--- src/rtl/xbl_pkg.sv ---
package xbl_pkg;
  typedef enum logic [1:0] {
    BUS_OWNED   = 2'd0,
    BUS_FLOAT   = 2'd1,
    BUS_LENT    = 2'd2,
    BUS_RECLAIM = 2'd3
  } xbl_state_e;
endpackage

--- src/rtl/xbl_sync.sv ---
module xbl_sync #(
  parameter int STAGES = 2,
  parameter logic RST_VAL = 1'b1
) (
  input  logic clk,
  input  logic rst,
  input  logic d,
  output logic q
);
  logic [STAGES-1:0] chain_q;

  always_ff @(posedge clk) begin
    if (rst) chain_q <= {STAGES{RST_VAL}};
    else     chain_q <= {chain_q[STAGES-2:0], d};
  end

  assign q = chain_q[STAGES-1];
endmodule

--- src/rtl/xbl_fsm.sv ---
module xbl_fsm
  import xbl_pkg::*;
(
  input  logic       clk,
  input  logic       rst,
  input  logic       lend_en,
  input  logic       ret_en,
  input  logic       req_act,
  input  logic       cyc_busy,
  input  logic       pending,
  output xbl_state_e st,
  output logic       lend_win,
  output logic       ack_n,
  output logic       ret_n,
  output logic       oe
);
  xbl_state_e st_q, st_d;
  logic ack_n_q, ret_n_q, oe_q;

  assign lend_win = (st_q == BUS_OWNED) && lend_en && req_act && !cyc_busy;

  always_comb begin
    st_d = st_q;
    case (st_q)
      BUS_OWNED:   if (lend_win) st_d = BUS_FLOAT;
      BUS_FLOAT:   st_d = req_act ? BUS_LENT : BUS_OWNED;
      BUS_LENT:    if (!req_act) st_d = BUS_RECLAIM;
      BUS_RECLAIM: st_d = BUS_OWNED;
      default:     st_d = BUS_OWNED;
    endcase
  end

  always_ff @(posedge clk) begin
    if (rst) begin
      st_q    <= BUS_OWNED;
      ack_n_q <= 1'b1;
      ret_n_q <= 1'b1;
      oe_q    <= 1'b1;
    end else begin
      st_q    <= st_d;
      ack_n_q <= !(st_d == BUS_LENT);
      ret_n_q <= !(ret_en && pending && (st_d == BUS_LENT));
      oe_q    <= (st_d == BUS_OWNED);
    end
  end

  assign st    = st_q;
  assign ack_n = ack_n_q;
  assign ret_n = ret_n_q;
  assign oe    = oe_q;

  assert_no_lend_disabled_R1: assert property (@(posedge clk) disable iff (rst)
    (st_q == BUS_OWNED && !lend_en) |=> (st_q == BUS_OWNED));
  assert_drivers_off_first_R2: assert property (@(posedge clk) disable iff (rst)
    $fell(ack_n_q) |-> !$past(oe_q));
  assert_cycle_boundary_R3: assert property (@(posedge clk) disable iff (rst)
    (st_q == BUS_OWNED && cyc_busy) |=> (st_q == BUS_OWNED));
  assert_ret_needs_enable_R6: assert property (@(posedge clk) disable iff (rst)
    !ret_en |=> ret_n_q);
  assert_drivers_back_late_R7: assert property (@(posedge clk) disable iff (rst)
    $rose(oe_q) |-> $past(ack_n_q));
endmodule

--- src/rtl/xbl_prio.sv ---
module xbl_prio #(
  parameter int NUM_MST = 2
) (
  input  logic               clk,
  input  logic               rst,
  input  logic               owned,
  input  logic               lend_win,
  input  logic               cyc_busy,
  input  logic [NUM_MST-1:0] mst_req,
  input  logic               rf_req,
  output logic [NUM_MST-1:0] mst_grant,
  output logic [NUM_MST-1:0] mst_stall,
  output logic               rf_grant,
  output logic               rf_stall
);
  logic slot_free;
  logic [NUM_MST:0] taken;

  assign slot_free = owned && !lend_win && !cyc_busy;
  assign rf_grant  = slot_free && rf_req;
  assign rf_stall  = rf_req && !rf_grant;
  assign taken[0]  = rf_req;

  for (genvar i = 0; i < NUM_MST; i++) begin : g_mst
    assign mst_grant[i] = slot_free && mst_req[i] && !taken[i];
    assign mst_stall[i] = mst_req[i] && !mst_grant[i];
    assign taken[i+1]   = taken[i] || mst_req[i];
  end

  assert_single_grant_R10: assert property (@(posedge clk) disable iff (rst)
    $onehot0({mst_grant, rf_grant}));
  assert_refresh_first_R9: assert property (@(posedge clk) disable iff (rst)
    rf_req |-> (mst_grant == '0));
  assert_external_wins_R8: assert property (@(posedge clk) disable iff (rst)
    lend_win |-> (mst_grant == '0 && !rf_grant));
endmodule

--- src/rtl/xbus_lend_arb.sv ---
module xbus_lend_arb #(
  parameter int NUM_MST     = 2,
  parameter int SYNC_STAGES = 2
) (
  input  logic               clk,
  input  logic               rst,
  input  logic               lend_en,
  input  logic               ret_en,
  input  logic               xreq_n,
  input  logic               cyc_busy,
  input  logic [NUM_MST-1:0] mst_req,
  input  logic               rf_req,
  output logic               xack_n,
  output logic               xret_n,
  output logic               adr_oe,
  output logic               dat_oe,
  output logic               ctl_oe,
  output logic [NUM_MST-1:0] mst_grant,
  output logic [NUM_MST-1:0] mst_stall,
  output logic               rf_grant,
  output logic               rf_stall
);
  import xbl_pkg::*;

  logic       xreq_sync_n, lend_win, oe, pending;
  xbl_state_e st;

  xbl_sync #(.STAGES(SYNC_STAGES), .RST_VAL(1'b1)) u_sync (
    .clk(clk), .rst(rst), .d(xreq_n), .q(xreq_sync_n)
  );

  assign pending = (|mst_req) || rf_req;

  xbl_fsm u_fsm (
    .clk(clk), .rst(rst), .lend_en(lend_en), .ret_en(ret_en),
    .req_act(!xreq_sync_n), .cyc_busy(cyc_busy), .pending(pending),
    .st(st), .lend_win(lend_win), .ack_n(xack_n), .ret_n(xret_n), .oe(oe)
  );

  xbl_prio #(.NUM_MST(NUM_MST)) u_prio (
    .clk(clk), .rst(rst), .owned(st == BUS_OWNED), .lend_win(lend_win),
    .cyc_busy(cyc_busy), .mst_req(mst_req), .rf_req(rf_req),
    .mst_grant(mst_grant), .mst_stall(mst_stall),
    .rf_grant(rf_grant), .rf_stall(rf_stall)
  );

  assign adr_oe = oe;
  assign dat_oe = oe;
  assign ctl_oe = oe;

  assert_no_grant_while_lent_R4: assert property (@(posedge clk) disable iff (rst)
    (!xack_n || !adr_oe) |-> (mst_grant == '0));
  assert_refresh_held_R5: assert property (@(posedge clk) disable iff (rst)
    !xack_n |-> !rf_grant);
endmodule

--- config.mk ---
export PLATFORM = sky130hd
export DESIGN_NAME = xbus_lend_arb
export DESIGN_NICKNAME = d
export VERILOG_FILES = /design/src/rtl/xbl_pkg.sv /design/src/rtl/xbl_sync.sv /design/src/rtl/xbl_fsm.sv /design/src/rtl/xbl_prio.sv /design/src/rtl/xbus_lend_arb.sv
export SDC_FILE = /design/constraint.sdc
export NUM_CORES = 1
export LEC_CHECK = 0
export BUFFER_PORTS_ARGS = -buffer_cell sky130_fd_sc_hd__clkbuf_2
export CORE_AREA = 2 2 39 41
export DETAILED_ROUTE_END_ITERATION = 10
export DIE_AREA = 0 0 41 43
export HOLD_SLACK_MARGIN = 0.15
export MAX_ROUTING_LAYER = met4
export PLACE_DENSITY_LB_ADDON = 0.08
export REMOVE_ABC_BUFFERS = 1
export SLEW_MARGIN = 20
export SYNTH_ARGS = -nofsm -noshare
export SYNTH_HDL_FRONTEND = slang
export SYNTH_SLANG_ARGS = --single-unit
--- constraint.sdc ---
create_clock -name clk -period 3 [get_ports clk]
set_input_delay 0.3 -clock clk [delete_from_list [all_inputs] [get_ports clk]]
set_output_delay 0.3 -clock clk [all_outputs]
set_load 0.005 [all_outputs]
==> metrics.md, run 1 <==
| Metric | Value |
|---|---|
| Slew @ Worst Pin | `0.342 ns` |
| Port Buffers | `19` |
| WL/cell | `10.1 um` |
| Final critical-path share of the clock period | `55.0%` |
| Area taken by multi-input logic gates | `179 sq um` |
| Routed vias | `328` |
| Most common cell after layout, fill and taps aside | `clkbuf_2` |
| Reg2reg start | `u_fsm.st[1]` |
| Post-synth cell types | `23` |
| TritonCTS buffer count | `3` |
| Clock Tree Buf Depth | `2` |
| Number of synthesized register bits | `7` |
| Initial core utilization | `26.0%` |
| # hold bufs at CTS | `0` |
| Reg2reg setup slack | `1.76 ns` |
| Clock power frac | `41.9%` |
| Area grow syn2layout | `31.9%` |
| Vias per inst | `4.37` |
| TNS Setup | `0 ns` |
| WP buf/inv | `1` |
| Skew final | `0.000215 ns` |
| Met2 wire len | `348 um` |
| Rows | `14` |
| Outcome | `complete, no violations` |
| Antenna Cells | `0` |
| Total chip power | `206 uW` |
| Top Layer Used | `met4` |
| Leakage | `0.228 nW` |
| Share of cells above drive strength 1 | `45.8%` |
| Switching power share of the total | `23.4%` |
| Top-area cell type share of the netlist area | `38.9%` |
| # IOs | `20` |
| Die width | `41 um` |
| First-pass GRT wire length | `1200 um` |
| Routed Antenna Nets | `0` |
| WHS Endpoint | `u_fsm.ret_n` |
| Cell Area, Synth | `360 sq um` |
| Switching pwr | `48.2 uW` |
| Worst Path Arrival | `1.35 ns` |
| Clock transition at path regs | `0.05 ns` |
| Latest clock arrival within the worst-skew pair | `0.25 ns` |
| Final slew viol count | `0` |
| Min-Delay Startpoint | `ret_en` |
| Largest cells by area after synthesis | `dfxtp_1 (39%), and4_1 (4.9%), buf_4 (4.2%)` |
| Required @ worst endpoint | `2.70 ns` |
| Die Ht | `43 um` |
| Internal power | `157 uW` |
| Final Hold Vio Count | `0` |
| Iteration-0 DRC Markers | `7` |
| Postcts setup bufs | `0` |
| WL met3 | `57 um` |
| Reg2reg path depth | `2` |
| Most area-hungry cell type in the Yosys netlist | `dfxtp_1` |
| Worst Hold Depth | `2` |
| GRT overflow | `0` |
| Critical-path top delay cell | `dfxtp_1` |
| Post-synth EDFFs | `0` |
| Endpoint class of the critical path | `output pin` |
| CTS resizes | `0` |
| All-Layer GR Usage | `11.0%` |
| DRT Pass-1 Iters | `4` |
| CP max stage delay | `0.38 ns` |
| Most frequent cells in the layout | `clkbuf_2 (19), dfxtp_1 (7), inv_1 (4), clkbuf_4 (3)` |
| Fmax | `606 MHz` |
| Fill cells | `165` |
| Max-slew headroom | `77.1%` |
| DRC | `0` |
| Sequential share of power | `46.8%` |
| Delay-heaviest family, CP | `simple AND/OR/NAND/NOR gates` |
| Post-synth ARST share | `0%` |
| H-Tree Depth | `1` |
| Seq/Total Area, Yosys | `38.9%` |
| Root Buffer | `clkbuf_4` |
| Antenna violations before repair | `0` |
| Core area | `1380 sq um` |
| Nets | `69` |
| RSZ-0062 raised after global routing | `false` |
| HPWL after DPL | `599 um` |
| Count of maximum capacitance violations | `0` |
| IR drop worst, VDD | `0.167 mV` |
| Die area | `1760 sq um` |
| M1 wire length | `349 um` |
| Clock period minus worst slack | `1.65 ns` |
| Crit Path Class | `register to output pin` |
| CTS tree | `done` |
| Clk sink count | `7` |
| Vias in the first global route | `286` |
| Routability congestion estimate | `0.711` |
| Top FF cell, synth | `dfxtp_1` |
| Crit start category | `register` |
| Share of power burned in combinational logic | `11.4%` |
| Power per cell area | `433 nW/um^2` |
| Mean Syn Cell Area | `9.24 sq um` |
| CP cell instances | `nor3_2 -> and4_1 -> clkbuf_2` |
| Finish-stage setup viols | `0` |
| FF/Latch Area | `140 sq um` |
| DRT Wirelength | `760 um` |
| Ys Warns | `0` |
| Hold Path Class | `primary input to register` |
| CP max FO | `7` |
| RR Endpoint | `u_fsm.st[0]` |
| Gate Count Post-Synth | `39` |
| Largest net degree at the start of global routing | `9` |
## registers in the layout, summed over array words and instances, names as in the netlist
signal and flops:
u_fsm.ack_n 1, u_sync.chain_q 2, u_fsm.oe 1, u_fsm.st 2, u_fsm.ret_n 1
## final cells by class
type                    count  share of cell area [%]
flip-flops and latches      7                    29.5
inverters                   4                    3.16
well taps                  16                    4.21
repair buffers             19                    20.0
multi-input cells          25                    37.6
clock buffers               4                    5.53
## stage by stage
step | instance area [sq um] | utilization (%) | hold WS, ns | setup slack, ns | cells
final | 475 | 34.4 | 0.212 | 1.35 | 75
after global routing | 475 | 34.4 | 0.210 | 1.28 | 75
after CTS | 475 | 34.4 | 0.205 | 1.36 | 75
after detailed placement | 449 | 32.5 | 0.398 | 1.64 | 71
after global placement | 449 | 32.5 | 0.404 | 1.63 | 71
after floorplan | 334 | - | 0.365 | 1.83 | 36
## power by group through the flow
stage,Sequential [mW],Combinational (mW),Clock (mW)
final,0.0962,0.0234,0.0861
after global routing,0.0962,0.0259,0.0991
after CTS,0.0961,0.0237,0.0895
after detailed placement,0.0981,0.0236,0
after global placement,0.0981,0.0240,0
after floorplan,0.0977,0.00986,0
## synthesized netlist by cell type, drive strengths merged, types with 2 or more instances
cell	number
buf	3
or2	2
and4	2
a31oi	2
nor2	2
dfxtp	7
a21oi	2
inv	4
nand2	2
## metal layers
layer | GRT usage [%] | vias up
met3 | 7.85 | 2
met2 | 14.1 | 14
met4 | 6.00 | 0
met5 | - | -
li1 | - | 175
met1 | 12.2 | 137
## cells by family (layout without fill, tap and decap cells)
logic type | after synthesis | in the layout | synth area share, %
AND/OR/NAND/NOR | 17 | 17 | 32.3
AO/OA/AOI/OAI | 6 | 6 | 12.2
buffers and inverters | 7 | 27 | 11.5
multiplexers | 1 | 1 | 2.78
flip-flops | 7 | 7 | 38.9
XOR/XNOR | 1 | 1 | 2.43
## worst max path at each step
stage           startpoint      endpoint  cells after the start
6_report       u_fsm.st[0]  mst_grant[0]                      3
3_3_place_gp   u_fsm.st[0]  mst_grant[1]                      3
3_5_place_dp   u_fsm.st[0]  mst_grant[0]                      3
5_1_grt        u_fsm.st[0]  mst_grant[0]                      3
4_1_cts        u_fsm.st[0]  mst_grant[0]                      3
2_1_floorplan  u_fsm.st[1]   u_fsm.st[0]                      2
No activity file was read; power rests on OpenSTA's default activity.
==> run 2, diff against run 1 <==
==> constraint.sdc (replaced) <==
create_clock -name clk -period 1.7 [get_ports clk]
set_input_delay 0.17 -clock clk [delete_from_list [all_inputs] [get_ports clk]]
set_output_delay 0.17 -clock clk [all_outputs]
set_load 0.005 [all_outputs]
==> run 2 against run 1 <==
  * Worst setup slack got worse by 1.2 ns
  * Critical endpoint is now mst_grant[1]
  * Die area unchanged
  * Sequential power increased by 77%
==> metrics.md, run 2 (synthesized netlist as in run 1, its figures left out) <==
| Metric | Value |
|---|---|
| Final slew viol count | `0 (unchanged)` |
| Clock transition at path regs | `0.05 ns (about the same)` |
| Antenna violations before repair | `0 (unchanged)` |
| IR drop worst, VDD | `0.350 mV (+110%)` |
| Worst Path Arrival | `1.34 ns (about the same)` |
| Finish-stage setup viols | `0 (unchanged)` |
| Critical-path top delay cell | `dfxtp_1` |
| DRC | `0 (unchanged)` |
| Antenna Cells | `0 (unchanged)` |
| Cell Area, Placed | `449 sq um (unchanged)` |
| Endpoint class of the critical path | `output pin` |
| Routed vias | `339 (+3.4%)` |
| Hold Path Class | `primary input to register` |
| Max-slew headroom | `77.7% (+0.55 points)` |
| First-pass GRT wire length | `1210 um (+0.58%)` |
| DRT Pass-1 Iters | `4 (unchanged)` |
| WL/cell | `9.83 um (-3.0%)` |
| Delay-heaviest family, CP | `simple AND/OR/NAND/NOR gates` |
| Share of cells above drive strength 1 | `44.3% (-1.5 points)` |
| Required @ worst endpoint | `1.53 ns (-1.17 ns)` |
| Postcts setup bufs | `0 (unchanged)` |
| DRT Wirelength | `757 um (-0.39%)` |
| Slew @ Worst Pin | `0.333 ns (-0.00823 ns)` |
| Most frequent cells in the layout | `clkbuf_2 (19), dfxtp_1 (7), inv_1 (4), clkbuf_4 (3)` |
| CP cell instances | `nor3_2 -> and4_1 -> clkbuf_2` |
| TritonCTS buffer count | `3 (unchanged)` |
| Worst Hold Depth | `2 (unchanged)` |
| Skew final | `0.00471 ns (+0.00449 ns)` |
| Root Buffer | `clkbuf_4` |
| RR Endpoint | `u_fsm.st[0]` |
| Latest clock arrival within the worst-skew pair | `0.25 ns (about the same)` |
| Leakage | `0.236 nW (+3.7%)` |
| Vias per inst | `4.40 (+0.67%)` |
| WP buf/inv | `1 (unchanged)` |
| Initial core utilization | `26.0% (unchanged)` |
| Die width | `41 um (unchanged)` |
| Reg2reg path depth | `2 (unchanged)` |
| Iteration-0 DRC Markers | `6 (-1)` |
| Area grow syn2layout | `37.5%` |
| Vias in the first global route | `294 (+2.8%)` |
| WHS Endpoint | `u_fsm.st[0]` |
| Count of maximum capacitance violations | `0 (unchanged)` |
| Clk sink count | `7 (unchanged)` |
| CP max stage delay | `0.38 ns (about the same)` |
| HPWL after DPL | `583 um (-2.5%)` |
| Clock Tree Buf Depth | `2 (unchanged)` |
| Crit start category | `register` |
| Outcome | `complete, no violations` |
| Fin area | `495 sq um (+4.2%)` |
| H-Tree Depth | `1 (unchanged)` |
| Reg2reg setup slack | `0.46 ns (-1.30 ns)` |
| Routability congestion estimate | `0.720 (+1.3%)` |
| Power per cell area | `735 nW/um^2 (+70%)` |
| Clock period minus worst slack | `1.51 ns` |
| Rows | `14 (unchanged)` |
| Port Buffers | `19 (unchanged)` |
| # IOs | `20 (unchanged)` |
| Core area | `1380 sq um (unchanged)` |
| # hold bufs at CTS | `2 (+2)` |
| CP max FO | `7 (unchanged)` |
| Largest net degree at the start of global routing | `9 (unchanged)` |
| RSZ-0062 raised after global routing | `false` |
| Final Hold Vio Count | `0 (unchanged)` |
| Routed Antenna Nets | `0 (unchanged)` |
| All-Layer GR Usage | `10.9% (-0.10 points)` |
| Min-Delay Startpoint | `rst` |
| Most common cell after layout, fill and taps aside | `clkbuf_2` |
| Fmax | `661 MHz` |
| CTS resizes | `0 (unchanged)` |
| Final Util | `35.8% (+1.4 points)` |
| Fill cells | `159 (-3.6%)` |
| Die Ht | `43 um (unchanged)` |
| TNS Setup | `0 ns (unchanged)` |
| GRT overflow | `0 (unchanged)` |
| Final hold slack | `0.167 ns (-0.0452 ns)` |
| Nets | `71 (+2.9%)` |
| Final critical-path share of the clock period | `89.0%` |
| Die area | `1760 sq um (unchanged)` |
| CTS tree | `done` |
| Crit Path Class | `register to output pin` |
| Reg2reg start | `u_fsm.st[1]` |
-- run 2: routing by layer --
metal,track usage (%),vias up,wire (um),part of all wire (%)
met1,13.2,144,344,45
met5,-,-,0,0
li1,-,179,-,-
met4,4.00,0,4,0.53
met2,13.8,14,349,46
met3,7.85,2,58,7.7
-- run 2: worst register-to-register path, delay by kind of cell (launching register included) --
family	cells	cell delay (ns)
simple gates	1	0.57
flops	1	0.38
compound gates	1	0.22
-- run 2: power breakdown --
part	total, mW	switching (mW)	internal (mW)
registers	0.170	0.00243	0.167
logic	0.0447	0.0207	0.0241
clock network	0.150	0.0602	0.0895
total	0.364	0.0832	0.281
-- run 2: how the worst max path moves through the flow --
stage	start	endpoint	slack (ns)	cells after the start
floorplan	u_fsm.st[1]	u_fsm.st[0]	0.53	2
global placement	u_fsm.st[1]	u_fsm.st[0]	0.46	2
detailed placement	u_fsm.st[0]	mst_grant[1]	0.47	3
CTS	u_fsm.st[0]	mst_grant[1]	0.20	3
global route	u_fsm.st[1]	mst_grant[0]	0.13	3
finish	u_fsm.st[0]	mst_grant[1]	0.19	3
-- run 2: area by class of cell --
cell class                      instances  area [sq um]  area share, %
Multi-Input combinational cell         25           179           36.1
Sequential cell                         7           140           28.3
Timing Repair Buffer                   21           115           23.2
Clock buffer                            4          26.3           5.30
Tap cell                               16          20.0           4.04
Inverter                                4          15.0           3.03
-- run 2: metrics by stage --
stage	total power [mW]	setup WS, ns	instances
after global placement	0.216	0.458	71
after floorplan	0.190	0.526	36
after CTS	0.373	0.196	77
final	0.364	0.187	77
after global routing	0.385	0.125	77
after detailed placement	0.215	0.472	71
==> run 3, diff against run 2 <==
--- a/config.mk
+++ b/config.mk
@@ -5,10 +5,11 @@
 export SDC_FILE = /design/constraint.sdc
 export NUM_CORES = 1
 export LEC_CHECK = 0
-export BUFFER_PORTS_ARGS = -buffer_cell sky130_fd_sc_hd__clkbuf_2
+export CAP_MARGIN = 20
 export CORE_AREA = 2 2 39 41
 export DETAILED_ROUTE_END_ITERATION = 10
 export DIE_AREA = 0 0 41 43
+export DONT_BUFFER_PORTS = 1
 export HOLD_SLACK_MARGIN = 0.15
 export MAX_ROUTING_LAYER = met4
 export PLACE_DENSITY_LB_ADDON = 0.08
==> constraint.sdc (replaced) <==
create_clock -name clk -period 1.7 [get_ports clk]
set_input_delay 0.34 -clock clk [delete_from_list [all_inputs] [get_ports clk]]
set_output_delay 0.34 -clock clk [all_outputs]
set_load 0.005 [all_outputs]
==> run 3 against run 2 <==
  * Clock-buffer cell count is the same
  * Routed wire length shrank 6.1%
  * Critical endpoint is now mst_grant[0]
  * Non-clock buffer count shrank 20
  * Die area is the same
  * Clock skew shrank 0.0011 ns
  * Clock power is essentially flat
  * Total power shrank 5.5%
  * Global-route usage shrank 0.39 points
==> metrics.md, run 3 (synthesized netlist as in run 1, its figures left out) <==
| Metric | Value |
|---|---|
| Outcome | `complete, no violations` |
| RSZ-0062 raised after global routing | `false` |
| Placed Cells incl. Taps | `52 (-27%)` |
| Core area | `1380 sq um (unchanged)` |
| Clock period minus worst slack | `1.57 ns (+0.0616 ns)` |
| Finish-stage setup viols | `0 (unchanged)` |
| H-Tree Depth | `1 (unchanged)` |
| Rows | `14 (unchanged)` |
| Met1 Track Usage GR | `9.71% (-3.5 points)` |
| Nets | `51 (-28%)` |
| Count of maximum capacitance violations | `0 (unchanged)` |
| First-pass GRT wire length | `1090 um (-9.7%)` |
| Vias in the first global route | `244 (-17%)` |
| Root Buffer | `clkbuf_4` |
| Die width | `41 um (unchanged)` |
| RR Endpoint | `u_fsm.st[0]` |
| CP max FO | `7 (unchanged)` |
| Reg2reg path depth | `2 (unchanged)` |
| Share of cells above drive strength 1 | `19.5% (-25 points)` |
| Final slew viol count | `0 (unchanged)` |
| Antenna Cells | `0 (unchanged)` |
| Postcts setup bufs | `0 (unchanged)` |
| Final Hold Vio Count | `0 (unchanged)` |
| HPWL after DPL | `542 um (-7.0%)` |
| TNS Setup | `0 ns (unchanged)` |
| Worst Hold Depth | `1 (-1)` |
| All-Layer GR Usage | `10.5% (-0.39 points)` |
| Skew final | `0.00358 ns (-0.00113 ns)` |
| Min-Delay Startpoint | `ret_en` |
| Fill cells | `159 (unchanged)` |
| Most used routing layer | `met2` |
| TritonCTS buffer count | `3 (unchanged)` |
| Leakage | `0.154 nW (-35%)` |
| GRT overflow | `0 (unchanged)` |
| Crit Path Class | `register to output pin` |
| Grt met3 use | `8.38% (+0.52 points)` |
| CTS tree | `done` |
| FF/Latch Area | `140 sq um (unchanged)` |
| Latest clock arrival within the worst-skew pair | `0.25 ns (about the same)` |
| Clk sink count | `7 (unchanged)` |
| Crit start category | `register` |
| Area grow syn2layout | `8.33%` |
| Grt met2 use | `13.4% (-0.31 points)` |
| Iteration-0 DRC Markers | `3 (-3)` |
| IR drop worst, VDD | `0.334 mV (-4.5%)` |
| Critical-path top delay cell | `dfxtp_1` |
| WP buf/inv | `0 (-1)` |
| Initial core utilization | `26.0% (unchanged)` |
| Reg2reg setup slack | `0.46 ns (about the same)` |
| DRT Pass-1 Iters | `2 (-2)` |
| Most common cell after layout, fill and taps aside | `dfxtp_1` |
| Power per cell area | `881 nW/um^2 (+20%)` |
| Most frequent cells in the layout | `dfxtp_1 (7), inv_1 (4), clkbuf_4 (3)` |
| Worst Path Arrival | `1.23 ns (-0.11 ns)` |
| Hold Path Class | `primary input to register` |
| Final critical-path share of the clock period | `92.6% (+3.6 points)` |
| Routed vias | `278 (-18%)` |
| CP max stage delay | `0.38 ns (about the same)` |
| CP cell instances | `nor3_2 -> and4_1` |
| Reg2reg start | `u_fsm.st[1]` |
| Fin area | `390 sq um (-21%)` |
| DRT Wirelength | `711 um (-6.1%)` |
| Endpoint class of the critical path | `output pin` |
| Crit. Startpoint | `u_fsm.st[0]` |
| Required @ worst endpoint | `1.36 ns (-0.17 ns)` |
| Die area | `1760 sq um (unchanged)` |
| Antenna violations before repair | `0 (unchanged)` |
| WHS Endpoint | `u_fsm.ret_n` |
| Routability congestion estimate | `0.667 (-7.4%)` |
| Routed Antenna Nets | `0 (unchanged)` |
| CTS resizes | `0 (unchanged)` |
| Fmax | `635 MHz (-3.9%)` |
| Cell Area, Placed | `354 sq um (-21%)` |
| WL/cell | `12.5 um (+27%)` |
| Area taken by multi-input logic gates | `179 sq um (unchanged)` |
| Vias per inst | `4.88 (+11%)` |
| Finished Layout Cells | `57 (-26%)` |
| Port Buffers | `0 (-19)` |
| Delay-heaviest family, CP | `simple AND/OR/NAND/NOR gates` |
| Clock Tree Buf Depth | `2 (unchanged)` |
| Max-slew headroom | `79.3% (+1.7 points)` |
| # IOs | `20 (unchanged)` |
| DRC | `0 (unchanged)` |
| Clock transition at path regs | `0.05 ns (about the same)` |
| Slew @ Worst Pin | `0.308 ns (-0.0252 ns)` |
| Largest net degree at the start of global routing | `9 (unchanged)` |
| Die Ht | `43 um (unchanged)` |
run 3: worst max path at each step:
stage / end / cells after the start
final: mst_grant[0] / 2
after floorplan: mst_grant[1] / 2
after global placement: mst_grant[1] / 2
after global routing: mst_grant[0] / 2
after detailed placement: mst_grant[0] / 2
after CTS: mst_grant[0] / 2
run 3: layer usage:
metal	up-vias	share of wire, %
met5	-	0
met4	0	2.7
met3	4	9.1
met2	10	46
met1	123	42
li1	141	-
run 3: through the flow:
stage          hold WS (ns)  utilization (%)  worst slack (ns)  total power, mW
2_1_floorplan         0.389                -             0.499            0.190
3_3_place_gp          0.404             25.6             0.419            0.193
3_5_place_dp          0.407             25.6             0.392            0.193
4_1_cts               0.163             28.2             0.106            0.349
5_1_grt               0.155             28.2            0.0492            0.364
6_report              0.163             28.2             0.125            0.344
run 3: where the power goes:
group	internal [mW]	total [mW]	switching (mW)
sequential	0.167	0.170	0.00265
combinational	0.0112	0.0230	0.0117
clock	0.0896	0.151	0.0615
total	0.268	0.344	0.0759
run 3: area by class of cell:
class | count | area share [%]
multi-input combinational | 25 | 45.8
sequential | 7 | 35.9
clock buffer | 4 | 6.73
tap | 16 | 5.13
inverter | 4 | 3.85
timing repair buffer | 1 | 2.56
run 3: worst reg2reg max path: cells and delay by family (launching register included):
family	cells	cell delay, ns
and+or+nand+nor	1	0.56
DFF	1	0.38
AOI/OAI and AO/OA	1	0.21
run 3: timing repair:
action                     in CTS  in global routing
setup endpoints to repair       0                  0
hold endpoints to repair        2                  0
hold buffers                    1                  0
